--- src/rtl/smb_pkg.sv ---
package smb_pkg;
  localparam int BYTE_W = 8;
  localparam logic [1:0] DEV_PREFIX = 2'b10;
  localparam logic [6:0] ALERT_REPLY_ADDR = 7'b0001100;

  typedef enum logic [2:0] {
    ST_IDLE,
    ST_ADDR,
    ST_CMD,
    ST_WDATA,
    ST_TX,
    ST_WAIT
  } smb_state_e;
endpackage

--- src/rtl/smb_deglitch.sv ---
// Two-flop synchroniser followed by a persistence filter: the output
// follows the input only after it has differed for LEN clocks in a row.
module smb_deglitch #(
  parameter int LEN = 6,
  parameter bit RST_VAL = 1'b1
) (
  input  logic clk,
  input  logic rst_n,
  input  logic din,
  output logic dout
);
  localparam int CW = $clog2(LEN + 1);

  logic s1, s2;
  logic [CW-1:0] cnt;

  always_ff @(posedge clk) begin
    if (!rst_n) begin
      s1   <= RST_VAL;
      s2   <= RST_VAL;
      dout <= RST_VAL;
      cnt  <= '0;
    end else begin
      s1 <= din;
      s2 <= s1;
      if (s2 == dout) begin
        cnt <= '0;
      end else if (cnt == CW'(LEN - 1)) begin
        dout <= s2;
        cnt  <= '0;
      end else begin
        cnt <= cnt + 1'b1;
      end
    end
  end
endmodule

--- src/rtl/smb_sync2.sv ---
module smb_sync2 #(
  parameter int W = 2
) (
  input  logic         clk,
  input  logic         rst_n,
  input  logic [W-1:0] din,
  output logic [W-1:0] dout
);
  logic [W-1:0] meta;

  always_ff @(posedge clk) begin
    if (!rst_n) begin
      meta <= '0;
      dout <= '0;
    end else begin
      meta <= din;
      dout <= meta;
    end
  end
endmodule

--- src/rtl/smb_regbank.sv ---
module smb_regbank
  import smb_pkg::*;
#(
  parameter int NREG = 4,
  parameter int GPIO_W = 2,
  parameter int GPIO_IDX = 1,
  localparam int PW = $clog2(NREG)
) (
  input  logic                   clk,
  input  logic                   rst_n,
  input  logic                   wr_en,
  input  logic [PW-1:0]          wr_ptr,
  input  logic [BYTE_W-1:0]      wr_data,
  input  logic [PW-1:0]          rd_ptr,
  input  logic [GPIO_W-1:0]      pin_sync,
  output logic [BYTE_W-1:0]      rd_data,
  output logic [NREG*BYTE_W-1:0] regs_o,
  output logic [GPIO_W-1:0]      gpio_drv_o
);
  localparam int PAD_W = BYTE_W - 2 * GPIO_W;

  logic [BYTE_W-1:0] val [NREG];

  for (genvar i = 0; i < NREG; i++) begin : g_reg
    if (i == GPIO_IDX) begin : g_gpio
      logic [GPIO_W-1:0] drv_q;
      always_ff @(posedge clk) begin
        if (!rst_n) drv_q <= '0;
        else if (wr_en && wr_ptr == PW'(i)) drv_q <= wr_data[GPIO_W-1:0];
      end
      assign val[i] = {{PAD_W{1'b0}}, pin_sync, drv_q};
      assign gpio_drv_o = drv_q;
    end else begin : g_plain
      logic [BYTE_W-1:0] q;
      always_ff @(posedge clk) begin
        if (!rst_n) q <= '0;
        else if (wr_en && wr_ptr == PW'(i)) q <= wr_data;
      end
      assign val[i] = q;
    end
    assign regs_o[i*BYTE_W +: BYTE_W] = val[i];
  end

  assign rd_data = val[rd_ptr];
endmodule

--- src/rtl/smb_engine.sv ---
// Protocol engine working on the filtered lines: START/STOP detection,
// byte shifting, address decode, ACK drive and reply transmission.
module smb_engine
  import smb_pkg::*;
#(
  parameter int NREG = 4,
  localparam int PW = $clog2(NREG)
) (
  input  logic              clk,
  input  logic              rst_n,
  input  logic              scl_f,
  input  logic              sda_f,
  input  logic [6:0]        dev_addr,
  input  logic              alert_pend,
  input  logic [BYTE_W-1:0] rd_data,
  output logic              sda_pull,
  output logic              wr_en,
  output logic [PW-1:0]     ptr,
  output logic [BYTE_W-1:0] wr_data,
  output logic              ara_done,
  output smb_state_e        state_o,
  output logic              stop_o
);
  localparam logic [3:0] BITS = 4'd8;

  smb_state_e        state, nxt;
  logic              scl_q, sda_q;
  logic [3:0]        bitcnt;
  logic              ackph;
  logic              ara_tx;
  logic [BYTE_W-1:0] sreg, txsh;
  logic              addr_hit, ara_hit;
  logic              scl_rise, scl_fall, start_det, stop_det;

  assign scl_rise  = scl_f & ~scl_q;
  assign scl_fall  = ~scl_f & scl_q;
  assign start_det = scl_f & scl_q & sda_q & ~sda_f;
  assign stop_det  = scl_f & scl_q & ~sda_q & sda_f;

  always_comb begin
    addr_hit = (sreg[BYTE_W-1:1] == dev_addr);
    ara_hit  = (sreg[BYTE_W-1:1] == ALERT_REPLY_ADDR) && sreg[0];
  end

  always_ff @(posedge clk) begin
    if (!rst_n) begin
      scl_q <= 1'b1;
      sda_q <= 1'b1;
    end else begin
      scl_q <= scl_f;
      sda_q <= sda_f;
    end
  end

  always_ff @(posedge clk) begin
    if (!rst_n) begin
      state    <= ST_IDLE;
      nxt      <= ST_IDLE;
      bitcnt   <= '0;
      ackph    <= 1'b0;
      ara_tx   <= 1'b0;
      sreg     <= '0;
      txsh     <= '0;
      ptr      <= '0;
      sda_pull <= 1'b0;
      wr_en    <= 1'b0;
      wr_data  <= '0;
      ara_done <= 1'b0;
    end else begin
      wr_en    <= 1'b0;
      ara_done <= 1'b0;
      if (start_det) begin
        state    <= ST_ADDR;
        bitcnt   <= '0;
        ackph    <= 1'b0;
        sda_pull <= 1'b0;
      end else if (stop_det) begin
        state    <= ST_IDLE;
        bitcnt   <= '0;
        ackph    <= 1'b0;
        sda_pull <= 1'b0;
      end else if (ackph) begin
        if (scl_fall) begin
          ackph    <= 1'b0;
          bitcnt   <= '0;
          state    <= nxt;
          sda_pull <= (nxt == ST_TX) ? ~txsh[BYTE_W-1] : 1'b0;
        end
      end else begin
        case (state)
          ST_ADDR, ST_CMD, ST_WDATA: begin
            if (scl_rise) begin
              sreg   <= {sreg[BYTE_W-2:0], sda_f};
              bitcnt <= bitcnt + 4'd1;
            end else if (scl_fall && bitcnt == BITS) begin
              ackph    <= 1'b1;
              sda_pull <= 1'b1;
              case (state)
                ST_ADDR: begin
                  if (addr_hit && !sreg[0]) begin
                    nxt <= ST_CMD;
                  end else if (addr_hit) begin
                    nxt    <= ST_TX;
                    txsh   <= rd_data;
                    ara_tx <= 1'b0;
                  end else if (ara_hit && alert_pend) begin
                    nxt    <= ST_TX;
                    txsh   <= {dev_addr, 1'b0};
                    ara_tx <= 1'b1;
                  end else begin
                    ackph    <= 1'b0;
                    sda_pull <= 1'b0;
                    state    <= ST_WAIT;
                  end
                end
                ST_CMD: begin
                  ptr <= sreg[PW-1:0];
                  nxt <= ST_WDATA;
                end
                default: begin
                  wr_en   <= 1'b1;
                  wr_data <= sreg;
                  nxt     <= ST_WAIT;
                end
              endcase
            end
          end
          ST_TX: begin
            if (scl_rise) begin
              bitcnt <= bitcnt + 4'd1;
            end else if (scl_fall && bitcnt == BITS) begin
              sda_pull <= 1'b0;
              state    <= ST_WAIT;
              ara_done <= ara_tx;
            end else if (scl_fall && bitcnt != 4'd0) begin
              txsh     <= {txsh[BYTE_W-2:0], 1'b0};
              sda_pull <= ~txsh[BYTE_W-2];
            end
          end
          default: ;
        endcase
      end
    end
  end

  assign state_o = state;
  assign stop_o  = stop_det;
endmodule

--- src/rtl/smb_regslave.sv ---
module smb_regslave
  import smb_pkg::*;
#(
  parameter int NREG = 4,
  parameter int GPIO_W = 2,
  parameter int GPIO_IDX = 1,
  parameter int FILT_LEN = 6,
  localparam int PW = $clog2(NREG)
) (
  input  logic                   clk,
  input  logic                   rst_n,
  input  logic                   scl_i,
  input  logic                   sda_i,
  output logic                   sda_pull_o,
  input  logic [4:0]             addr_strap_i,
  input  logic                   alert_i,
  input  logic [GPIO_W-1:0]      gpio_pin_i,
  output logic [GPIO_W-1:0]      gpio_drv_o,
  output logic [NREG*BYTE_W-1:0] regs_o
);
  logic [1:0]        raw_lines, filt_lines;
  logic              scl_f, sda_f;
  logic [GPIO_W-1:0] pin_sync;
  logic              wr_en, ara_done, eng_stop;
  logic [PW-1:0]     wr_ptr;
  logic [BYTE_W-1:0] wr_data, rd_data;
  logic              alert_q, alert_pend;
  smb_state_e        eng_state;
  logic [6:0]        dev_addr;

  assign raw_lines = {scl_i, sda_i};
  assign dev_addr  = {DEV_PREFIX, addr_strap_i};

  for (genvar g = 0; g < 2; g++) begin : g_flt
    smb_deglitch #(.LEN(FILT_LEN), .RST_VAL(1'b1)) u_flt (
      .clk  (clk),
      .rst_n(rst_n),
      .din  (raw_lines[g]),
      .dout (filt_lines[g])
    );
  end
  assign scl_f = filt_lines[1];
  assign sda_f = filt_lines[0];

  smb_sync2 #(.W(GPIO_W)) u_pin_sync (
    .clk  (clk),
    .rst_n(rst_n),
    .din  (gpio_pin_i),
    .dout (pin_sync)
  );

  always_ff @(posedge clk) begin
    if (!rst_n) begin
      alert_q    <= 1'b0;
      alert_pend <= 1'b0;
    end else begin
      alert_q <= alert_i;
      if (alert_i && !alert_q) alert_pend <= 1'b1;
      else if (ara_done) alert_pend <= 1'b0;
    end
  end

  smb_engine #(.NREG(NREG)) u_eng (
    .clk       (clk),
    .rst_n     (rst_n),
    .scl_f     (scl_f),
    .sda_f     (sda_f),
    .dev_addr  (dev_addr),
    .alert_pend(alert_pend),
    .rd_data   (rd_data),
    .sda_pull  (sda_pull_o),
    .wr_en     (wr_en),
    .ptr       (wr_ptr),
    .wr_data   (wr_data),
    .ara_done  (ara_done),
    .state_o   (eng_state),
    .stop_o    (eng_stop)
  );

  smb_regbank #(.NREG(NREG), .GPIO_W(GPIO_W), .GPIO_IDX(GPIO_IDX)) u_bank (
    .clk       (clk),
    .rst_n     (rst_n),
    .wr_en     (wr_en),
    .wr_ptr    (wr_ptr),
    .wr_data   (wr_data),
    .rd_ptr    (wr_ptr),
    .pin_sync  (pin_sync),
    .rd_data   (rd_data),
    .regs_o    (regs_o),
    .gpio_drv_o(gpio_drv_o)
  );
endmodule

--- config.mk ---
export PLATFORM = sky130hd
export DESIGN_NAME = smb_regslave
export DESIGN_NICKNAME = d
export VERILOG_FILES = /design/src/rtl/smb_pkg.sv /design/src/rtl/smb_deglitch.sv /design/src/rtl/smb_sync2.sv /design/src/rtl/smb_regbank.sv /design/src/rtl/smb_engine.sv /design/src/rtl/smb_regslave.sv
export SDC_FILE = /design/constraint.sdc
export NUM_CORES = 1
export LEC_CHECK = 0
export CAP_MARGIN = 30
export CORE_UTILIZATION = 51
export CTS_CLUSTER_DIAMETER = 40
export DETAILED_ROUTE_END_ITERATION = 6
export HOLD_SLACK_MARGIN = 0.03
export PLACE_DENSITY = 0.81
export REMOVE_ABC_BUFFERS = 1
export SETUP_SLACK_MARGIN = 0.4
export SYNTH_ARGS = -nofsm -noshare
export SYNTH_HDL_FRONTEND = slang
export SYNTH_HIERARCHICAL = 1
export SYNTH_SLANG_ARGS = --single-unit
--- constraint.sdc ---
create_clock -name clk -period 1.95 [get_ports clk]
set_clock_uncertainty 0.1 [all_clocks]
set_input_delay 0.39 -clock clk [delete_from_list [all_inputs] [get_ports clk]]
set_output_delay 0.39 -clock clk [all_outputs]
set_load 0.1 [all_outputs]
==> key figures <==
Status
  – Status: complete, but fails checks
  – Failing checks: DRC, setup timing

Pwr
  – Static Leak: 2.277 nW
  – NetSw: 783.5 µW
  – Combinational share of power: 5.8%
  – Clk pwr share: 38.7%
  – Tot Pwr: 3.236 mW
  – Power Density: 569.6 nW/µm²
  – Reg power frac: 55.5%
  – Net Sw Frac: 24.21%
  – VDD IR max: 366.9 µV
  – Pint: 2.453 mW

Finish
  – Layout area overhead: 37.19%
  – Post-Route Utilization: 72.77%
  – Inserted Diodes: 0
  – Layout cells sized above 1: 30.26%
  – Nets: 545
  – Post-route insts no fill: 634

Global routing
  – Vias in the first global route: 3632
  – Total track usage: 26.07%
  – Largest net degree at the start of global routing: 29
  – Total global routing overflow: 0
  – Initial antenna violation count: 0
  – First-pass GRT wire length: 17440 µm

STA
  – Fin crit share: 106.8%
  – Maximum clock frequency: 480.0 MHz
  – Number of setup violations in the final report: 8
  – Rel. slew slack: 61.98%
  – Slew @ Worst Pin: 562.4 ps
  – Setup ws final: -133.3 ps
  – Period minus WS final: 2083 ps
  – Max Slew Vio Count: 0
  – RSZ-0062 raised after global routing: true
  – Count of final hold-check violations: 0

Clock tree
  – Number of CTS-inserted buffers: 9
  – CTS tree: done
  – Htree depth: 3
  – Clk sinks: 87
  – Clock transition at the registers of the reported paths: 90 ps
  – Clk root buf: clkbuf_8
  – Clock latency at the later pin of the worst-skew pair: 350 ps
  – CTS Buffer Depth: 2
  – Hold-fix buffers, CTS: 0

Synthesis
  – Mapped Cells: 455
  – Synth warn: 6
  – Mapped Area: 4141 µm²
  – Avg Cell Area, Syn: 9.102 µm²

Route
  – WL final: 11450 µm
  – Avg Vias per Cell: 5.934
  – Remaining DRCs: 8
  – 1st-iter DRT viols: 397
  – Via count: 3762
  – Post-route antenna net violation count: 0
  – Pre-Repair DR Iteration Count: 7
  – DR WL/cell: 18.06 µm

Die
  – Die height: 92.12 µm
  – Die area: 8485 µm²
  – Chip width: 92.12 µm
  – CORE AREA: 7807 µm²
  – IO Pins: 47
  – Rows: 32
  – Starting Density: 53.04%

Place
  – HPWL Detailed: 7478 µm
  – Number of I/O port buffers: 42
  – Placed cells: 608
  – Post-placement setup slack: -491.1 ps
  – Routability cong.: 0.8379

Worst setup path
  – Worst EP required: 2070 ps
  – Setup crit end kind: flip-flop
  – Crit Path Class: reg -> reg
  – Worst setup SP type: flip-flop
  – Critical-path maximum fanout: 7
  – Crit path DAT: 2210 ps

Min path
  – Hold WC Path Type: in -> reg

Job
  – Max-Cap Viols: 0
[timing repair]
action | in CTS | in global routing
cloned | 0 | 0
buffers inserted | 8 | 2
pin swaps | 6 | 5
resized for setup | 46 | 32
endpoints found under the setup margin | 50 | 49
[cells in the final DEF (no fill, tap or decap), types with 12 or more instances in the layout]
cell and count:
dfxtp_1 74, nand2_1 55, mux2i_1 47, buf_4 38
buf_12 33, nor2_1 26, nand3_1 23, o21ai_0 15
a21oi_1 14, inv_1 13, nand2b_1 12, nor4_1 12
[power groups by stage]
stage / logic [mW] / registers [mW] / clock network, mW
after global routing: 0.197 / 1.80 / 1.36
after global placement: 0.176 / 1.84 / 0
after floorplan: 0.0884 / 1.85 / 0
final: 0.186 / 1.80 / 1.25
after CTS: 0.183 / 1.80 / 1.27
after detailed placement: 0.178 / 1.84 / 0
[critical path: stages (launching register included)]
cell	delay, ps
dfxtp_1	320
inv_2	70
ha_4	140
and3b_1	220
a22oi_2	70
or4_4	430
a221o_2	440
mux2i_1	170
[path summary, 6_finish.rpt]
check        slack (ps)                 to  depth (start not counted)              start
max                -130      u_eng/txsh[6]                          7    u_eng/bitcnt[1]
min                 270        u_eng/scl_q                          2              rst_n
max reg2reg        -130      u_eng/txsh[6]                          7    u_eng/bitcnt[1]
min reg2reg         310  g_flt[1].u_flt/s2                          1  g_flt[1].u_flt/s1
[final cells by class]
class                      count  area (µm²)
clock buffer                  10       127.6
inverter                      15       56.30
tap                          102       127.6
fill                         499        2126
timing repair buffer          90        1131
sequential                    87        1763
multi-input combinational    324        2407
clock inverter                 6       68.82
[per-layer routing]
metal	routed length [µm]	share of wire, %	up-vias	track usage, %
met4	494	4.3	0	12.89
met2	5774	50	176	44.03
met3	687	6.0	49	4.892
li1	-	-	1717	-
met5	0	0	-	0
met1	4495	39	1820	31.68
[registers in the layout (all words and copies together), names as in the netlist, 2 cells and up]
register,count
u_bank/g.g_plain.q,24
u_eng/sreg,8
u_eng/txsh,8
u_eng/wr_data,8
g_flt.u_flt/cnt,6
u_eng/bitcnt,4
u_eng/nxt,3
u_eng/state_o,3
g_flt.u_flt/dout,2
g_flt.u_flt/s1,2
g_flt.u_flt/s2,2
u_bank/gpio_drv_o,2
u_eng/ptr,2
u_pin_sync/dout,2
u_pin_sync/meta,2
[stage by stage]
stage	cell area (µm²)	hold WS (ps)	TNS (ps)
2_1_floorplan	3969	286.3	-2280
3_3_place_gp	5132	289.8	-4279
3_5_place_dp	5132	293.3	-5134
4_1_cts	5514	251.4	-371.7
5_1_grt	5682	265.1	-1193
6_report	5682	273.6	-853.7
Power figures use the tool's default switching activity.
